<file path="src/rtl/xfer_req_pkg.sv">
package xfer_req_pkg;
  typedef enum logic [2:0] {
    LVL_EIGHTH   = 3'd0,
    LVL_QUARTER  = 3'd1,
    LVL_HALF     = 3'd2,
    LVL_3QUARTER = 3'd3,
    LVL_7EIGHTH  = 3'd4
  } lvl_code_e;

  localparam int unsigned LVL_FRAC_SHIFT = 3;

  function automatic logic [2:0] lvl_mult(input logic [2:0] code);
    logic [2:0] m;
    case (code)
      LVL_EIGHTH:   m = 3'd1;
      LVL_QUARTER:  m = 3'd2;
      LVL_HALF:     m = 3'd4;
      LVL_3QUARTER: m = 3'd6;
      LVL_7EIGHTH:  m = 3'd7;
      default:      m = 3'd4;
    endcase
    return m;
  endfunction
endpackage

</file>
<file path="src/rtl/xfer_rst_sync.sv">
module xfer_rst_sync #(
  parameter int unsigned STAGES = 2
) (
  input  logic clk,
  input  logic rst_n,
  output logic rst_sync_n
);
  logic [STAGES-1:0] sync_q;
  logic [STAGES-1:0] sync_d;

  always_comb begin
    sync_d = {sync_q[STAGES-2:0], 1'b1};
  end

  always_ff @(posedge clk or negedge rst_n) begin
    if (!rst_n) sync_q <= '0;
    else        sync_q <= sync_d;
  end

  assign rst_sync_n = sync_q[STAGES-1];
endmodule

</file>
<file path="src/rtl/xfer_lvl_decode.sv">
module xfer_lvl_decode
  import xfer_req_pkg::*;
#(
  parameter int unsigned CNT_W = 6
) (
  input  logic [CNT_W-1:0] depth_i,
  input  logic [2:0]       code_i,
  output logic [CNT_W-1:0] thr_o
);
  localparam int unsigned PROD_W = CNT_W + 3;

  logic [PROD_W-1:0] prod;
  logic [CNT_W-1:0]  frac;

  always_comb begin
    prod  = PROD_W'(depth_i) * PROD_W'(lvl_mult(code_i));
    frac  = CNT_W'(prod >> LVL_FRAC_SHIFT);
    thr_o = (frac == '0) ? CNT_W'(1) : frac;
  end

  // the threshold is never zero and never above the depth
  always_comb begin
    if (depth_i != '0) begin
      assert_thr_in_range_R7: assert (thr_o != '0 && thr_o <= depth_i)
        else $error("threshold %0d out of range for depth %0d", thr_o, depth_i);
    end
  end
endmodule

</file>
<file path="src/rtl/xfer_req_chan.sv">
module xfer_req_chan #(
  parameter int unsigned CNT_W = 6,
  parameter bit          IS_TX = 1'b0
) (
  input  logic             clk,
  input  logic             rst_ni,
  input  logic             en_i,
  input  logic [CNT_W-1:0] count_i,
  input  logic [CNT_W-1:0] depth_i,
  input  logic [CNT_W-1:0] thr_i,
  output logic             single_o,
  output logic             burst_o
);
  logic single_d, burst_d;
  logic single_q, burst_q;
  logic upd_en;

  generate
    if (IS_TX) begin : g_tx
      always_comb begin
        single_d = en_i && (count_i < depth_i);
        burst_d  = en_i && (count_i < thr_i);
      end
    end else begin : g_rx
      always_comb begin
        single_d = en_i && (count_i != '0);
        burst_d  = en_i && (count_i >= thr_i);
      end
    end
  endgenerate

  assign upd_en = 1'b1;

  always_ff @(posedge clk or negedge rst_ni) begin
    if (!rst_ni) begin
      single_q <= 1'b0;
      burst_q  <= 1'b0;
    end else if (upd_en) begin
      single_q <= single_d;
      burst_q  <= burst_d;
    end
  end

  assign single_o = single_q;
  assign burst_o  = burst_q;

  // a disabled channel raises nothing in the following cycle
  assert_disabled_quiet_R6: assert property (@(posedge clk) disable iff (!rst_ni)
    !en_i |=> (!single_o && !burst_o));

  // burst only together with single
  assert_burst_has_single_R9: assert property (@(posedge clk) disable iff (!rst_ni)
    burst_o |-> single_o);

  generate
    if (IS_TX) begin : g_tx_chk
      // a full transmit FIFO never asks for a single transfer
      assert_full_no_single_R4: assert property (@(posedge clk) disable iff (!rst_ni)
        (count_i == depth_i) |=> !single_o);
      // an enabled, empty transmit FIFO asks for a burst
      assert_empty_burst_R5: assert property (@(posedge clk) disable iff (!rst_ni)
        (en_i && count_i == '0) |=> burst_o);
    end else begin : g_rx_chk
      // an empty receive FIFO never asks for a single transfer
      assert_empty_no_single_R2: assert property (@(posedge clk) disable iff (!rst_ni)
        (count_i == '0) |=> !single_o);
      // an enabled, full receive FIFO asks for a burst
      assert_full_burst_R3: assert property (@(posedge clk) disable iff (!rst_ni)
        (en_i && count_i == depth_i && depth_i != '0) |=> burst_o);
    end
  endgenerate

  // outputs move only when the sampled request value differs
  assert_reg_follow_R8: assert property (@(posedge clk) disable iff (!rst_ni)
    $stable(single_d) |=> $stable(single_o) || (single_o == $past(single_d)));
endmodule

</file>
<file path="src/rtl/xfer_req_gen.sv">
module xfer_req_gen #(
  parameter int unsigned MAX_DEPTH = 32,
  localparam int unsigned CNT_W    = $clog2(MAX_DEPTH + 1)
) (
  input  logic             clk,
  input  logic             rst_n,
  input  logic [CNT_W-1:0] fifo_depth_i,
  input  logic [CNT_W-1:0] rx_count_i,
  input  logic [CNT_W-1:0] tx_count_i,
  input  logic [2:0]       rx_lvl_i,
  input  logic [2:0]       tx_lvl_i,
  input  logic             rx_en_i,
  input  logic             tx_en_i,
  output logic             rx_single_o,
  output logic             rx_burst_o,
  output logic             tx_single_o,
  output logic             tx_burst_o
);
  localparam int unsigned N_CH = 2;

  logic             rst_sync_n;
  logic [CNT_W-1:0] ch_count [N_CH];
  logic [2:0]       ch_lvl   [N_CH];
  logic             ch_en    [N_CH];
  logic [CNT_W-1:0] ch_thr   [N_CH];
  logic             ch_single[N_CH];
  logic             ch_burst [N_CH];

  xfer_rst_sync #(.STAGES(2)) u_rst_sync (
    .clk        (clk),
    .rst_n      (rst_n),
    .rst_sync_n (rst_sync_n)
  );

  always_comb begin
    ch_count[0] = rx_count_i;
    ch_count[1] = tx_count_i;
    ch_lvl[0]   = rx_lvl_i;
    ch_lvl[1]   = tx_lvl_i;
    ch_en[0]    = rx_en_i;
    ch_en[1]    = tx_en_i;
  end

  for (genvar c = 0; c < N_CH; c++) begin : g_ch
    xfer_lvl_decode #(.CNT_W(CNT_W)) u_lvl (
      .depth_i (fifo_depth_i),
      .code_i  (ch_lvl[c]),
      .thr_o   (ch_thr[c])
    );
    xfer_req_chan #(.CNT_W(CNT_W), .IS_TX(c == 1)) u_chan (
      .clk      (clk),
      .rst_ni   (rst_sync_n),
      .en_i     (ch_en[c]),
      .count_i  (ch_count[c]),
      .depth_i  (fifo_depth_i),
      .thr_i    (ch_thr[c]),
      .single_o (ch_single[c]),
      .burst_o  (ch_burst[c])
    );
  end

  assign rx_single_o = ch_single[0];
  assign rx_burst_o  = ch_burst[0];
  assign tx_single_o = ch_single[1];
  assign tx_burst_o  = ch_burst[1];

  // input limits: depth in range, counts never above depth
  assert_inputs_in_range_R9: assert property (@(posedge clk) disable iff (!rst_sync_n)
    (fifo_depth_i != '0) && (fifo_depth_i <= CNT_W'(MAX_DEPTH)) &&
    (rx_count_i <= fifo_depth_i) && (tx_count_i <= fifo_depth_i));

  // nothing requested while reset is held
  assert_reset_quiet_R1: assert property (@(posedge clk)
    !rst_sync_n |-> !(rx_single_o || rx_burst_o || tx_single_o || tx_burst_o));
endmodule

</file>
<file path="config.mk">
export PLATFORM = sky130hd
export DESIGN_NAME = xfer_req_gen
export DESIGN_NICKNAME = d
export VERILOG_FILES = /design/src/rtl/xfer_req_pkg.sv /design/src/rtl/xfer_rst_sync.sv /design/src/rtl/xfer_lvl_decode.sv /design/src/rtl/xfer_req_chan.sv /design/src/rtl/xfer_req_gen.sv
export SDC_FILE = /design/constraint.sdc
export NUM_CORES = 1
export LEC_CHECK = 0
export ABC_AREA = 1
export ABC_CLOCK_PERIOD_IN_PS = 1000
export BUFFER_PORTS_ARGS = -buffer_cell sky130_fd_sc_hd__buf_2
export CORE_MARGIN = 8
export CORE_UTILIZATION = 45
export DETAILED_ROUTE_END_ITERATION = 7
export GPL_TIMING_DRIVEN = 0
export PLACE_DENSITY = 0.68
export SLEW_MARGIN = 20
export SYNTH_ARGS = -nofsm -noshare
export SYNTH_HDL_FRONTEND = slang
export SYNTH_SLANG_ARGS = --single-unit
</file>
<file path="constraint.sdc">
create_clock -name clk -period 1 [get_ports clk]
set_input_delay 0.1 -clock clk [delete_from_list [all_inputs] [get_ports clk]]
set_output_delay 0.1 -clock clk [all_outputs]
set_load 0.05 [all_outputs]
</file>
==> run_results.csv <==
group,metric,value,unit
status,run_status,"complete, but fails checks",
status,violated_checks,"negative setup slack",
logic_synthesis,yosys_register_bits,6,
logic_synthesis,seq_area_frac_synth,9.79,%
cts,cts.clk_slew.worst_paths,0.04,ns
floorplan,fp-row-count,21,
route,antenna_violating_nets_post_route,0,
finish,fin_util,68.1,%
power_and_ir_drop,leakage,1.20,nW
floorplan,fp.dieH,74.4,µm
logic_synthesis,synthesis.yosys.warnings,0,
route,via_per_inst,4.92,
floorplan,core,3310,µm²
cts,clock_sinks,6,
setup_path,worstSetupStartpointType,"input pin",
job,max_cap_viol_count,0,
setup_path,worst_ep_required_time,1.12,ns
sta,min_period,3.15,ns
cts,tritoncts.num_buffers,3,
sta,final_worst_setup_slack,-2.15,ns
logic_synthesis,postSynthAreaPerCell,7.00,µm²
setup_path,critical_path.most_common_cell,"sky130_fd_sc_hd__inv_1",
setup_path,sequence_of_cells_on_the_critical_path,"buf_2 -> nor2_4 -> a21oi_4 -> inv_2 -> nand2_1 -> fa_1 -> inv_1 -> ha_4 -> nand2_2 -> inv_2 -> a221oi_2 -> nand2_2 -> xor2_2 -> nand4_1 -> nand2_1 -> ha_1 -> inv_1 -> a21boi_1 -> o21ai_1 -> a21boi_1 -> o21a_1 -> o21a_1 -> o21ai_1 -> inv_1",
floorplan,initial_utilization,46.3,%
floorplan,die_w,74.4,µm
global_route,gr_ovfl_total,0,
power_and_ir_drop,powerDensity,822,nW/µm²
route,wirelength,4000,µm
finish,top_library_cells_by_usage_in_the_layout_fill_and_taps_aside,"sky130_fd_sc_hd__nand2_1, sky130_fd_sc_hd__inv_1, sky130_fd_sc_hd__buf_2",
setup_path,critical_path.startpoint,"rx_lvl_i[0]",
floorplan,io_pins,32,
placement,detailed_place_hpwl,2990,µm
route,detail_route.wl_per_cell,12.4,µm
sta,final_max_tran_viols,0,
min_path,worst_hold_class,"reg2async",
global_route,number_of_global_route_vias_before_repair,1656,
setup_path,cp-end-kind,"flop",
setup_path,worstPathArrival,3.28,ns
route,detailroute.via_count,1583,
sta,final-setup-viol-count,3,
logic_synthesis,yosysTopAreaCell,"sky130_fd_sc_hd__ha_1",
setup_path,crit_path_top_delay_cell,"sky130_fd_sc_hd__fa_1",
cts,clkLatencyLatePin,0.24,ns
logic_synthesis,synth.top_cells.by_area,"sky130_fd_sc_hd__ha_1, sky130_fd_sc_hd__fa_1, sky130_fd_sc_hd__nand2_1, sky130_fd_sc_hd__inv_1, sky130_fd_sc_hd__dfrtp_1",
placement,place.detailed.instances,296,
power_and_ir_drop,total_power_consumption_of_the_routed_design,1.85,mW
logic_synthesis,synth_largest_type_area_fraction,22.8,%
placement,global_placer_s_final_weighted_congestion,0.786,
logic_synthesis,ys_types,38,
finish,num_antenna_cells,0,
finish,stdcell_count,322,
floorplan,die_outline_area,5530,µm²
logic_synthesis,netlist_area,1530,µm²
sta,rsz_0062_raised_after_global_routing,"true",
setup_path,crit_fanout,4,
finish,num-nets-final,344,
setup_path,critPathMaxStageDelay,0.51,ns
logic_synthesis,syn-num-nets,285,
power_and_ir_drop,vdd_ir_drop_max,0.000329,V
finish,post_route_cells_drive_above_1_share,41.7,%
route,drt_pre_antenna_iters,4,
global_route,maximum_number_of_pins_on_one_net_before_global_route_repair,6,
sta,finalHoldViolCount,0,
finish,postLayoutCellArea,2250,µm²
cts,clock_tree.root_cell,"sky130_fd_sc_hd__clkbuf_4",
cts,htreeDepth,1,
global_route,grt_antenna_before_repair,0,
sta,max_freq,317,MHz
sta,clock_skew,0.00344,ns
sta,min_period_over_period,315,%
cts,cts-root-to-sink-buffers,2,
placement,numPortBuffers,31,
global_route,grt_pass1_wl,6800,µm
global_route,grt_total_usage,15.3,%
route,drc_errors,0,
setup_path,critical_path.reg2reg.startpoint,"u_rst_sync.sync_q[0]",
cts,tritoncts_clock_tree,"built",
placement,placed_cell_area,1810,µm²
route,drt-initial-drc-count,44,
logic_synthesis,post_synth_inst_count,219,
sta,whs,0.0599,ns
finish,area_growth_syn_to_layout,47.0,%
finish,final_common_cell,"sky130_fd_sc_hd__nand2_1",
setup_path,path_class,"in2reg",
-- stage by stage --
step / worst slack [ns] / setup TNS (ns)
finish: -2.15 / -3.91
global route: -2.34 / -4.24
CTS: -2.14 / -3.63
detailed placement: -2.50 / -4.95
global placement: -2.45 / -4.84
floorplan: -2.07 / -3.74
-- kinds of logic after synthesis --
kind of cell | synth area share, %
compound gates | 10.9
fa+ha+maj | 35.9
flops | 9.79
xor+xnor | 2.77
other cells | 0.244
simple gates | 29.1
buf+inv | 11.3
-- cell usage after synthesis (all sizes together) --
cell type  instances
a211oi             1
a21boi             3
a21o               1
a21oi              9
a221oi             1
a31o               1
and2               1
and3               1
conb               1
dfrtp              6
fa                10
ha                28
inv               46
nand2             50
nand3              5
nand3b             1
nand4              6
nor2              32
nor3               1
nor4               1
o2111ai            1
o21a               3
o21ai              3
o311a              1
o31ai              1
or4                1
xnor2              2
xor2               2
-- path summary, 6_finish.rpt --
path                                           to  slack [ns]  depth (start not counted)
max in group asynchronous    u_rst_sync.sync_q[0]        0.73                          2
setup reg to reg             u_rst_sync.sync_q[1]        0.54                          0
hold reg to reg            g_ch[1].u_chan.burst_o        0.06                          0
hold / removal             g_ch[1].u_chan.burst_o        0.06                          0
min in group clk           g_ch[0].u_chan.burst_o        0.08                          3
setup / recovery           g_ch[0].u_chan.burst_o       -2.15                         24
-- cell type report --
class	instances	area [µm²]
flip-flops and latches	6	150
fillers	288	1060
repair buffers	54	387
well taps	46	57.6
inverters	46	181
clock buffers	3	22.5
multi-input cells	167	1460
-- critical path: cells and delay by family --
family | cells | cell delay (ns)
xor+xnor | 1 | 0.16
fa+ha+maj | 3 | 0.97
compound gates | 8 | 1.05
simple gates | 6 | 0.61
buf+inv | 6 | 0.41
-- power by group --
group / switching (mW) / leakage (nW) / internal (mW) / total, mW
sequential: 0.00640 / 0.0735 / 0.263 / 0.269
combinational: 0.744 / 1.11 / 0.628 / 1.37
clock: 0.0770 / 0.0138 / 0.135 / 0.212
total: 0.827 / 1.20 / 1.03 / 1.85
-- repair_timing --
item	CTS	global route
buffers inserted	17	5
hold buffers	1	0
endpoints found under the setup margin	3	3
gates cloned	0	0
endpoints found under the hold margin	2	0
pin swaps	29	21
gates resized for setup	45	20
-- routing by layer --
| metal | track usage, % | vias up | share of wire (%) |
|---|---|---|---|
| met4 | 4.57 | 0 | 1.3 |
| met2 | 28.0 | 39 | 50 |
| met1 | 18.2 | 723 | 44 |
| met5 | 0 | - | 0 |
| li1 | - | 815 | - |
| met3 | 1.35 | 6 | 4.9 |
-- state kept, by name, summed over array words and instances, names as in the netlist --
register,count
u_rst_sync.sync_q,2
g_ch.u_chan.burst_o,2
g_ch.u_chan.single_o,2
No activity file was read; power rests on OpenSTA's default activity.
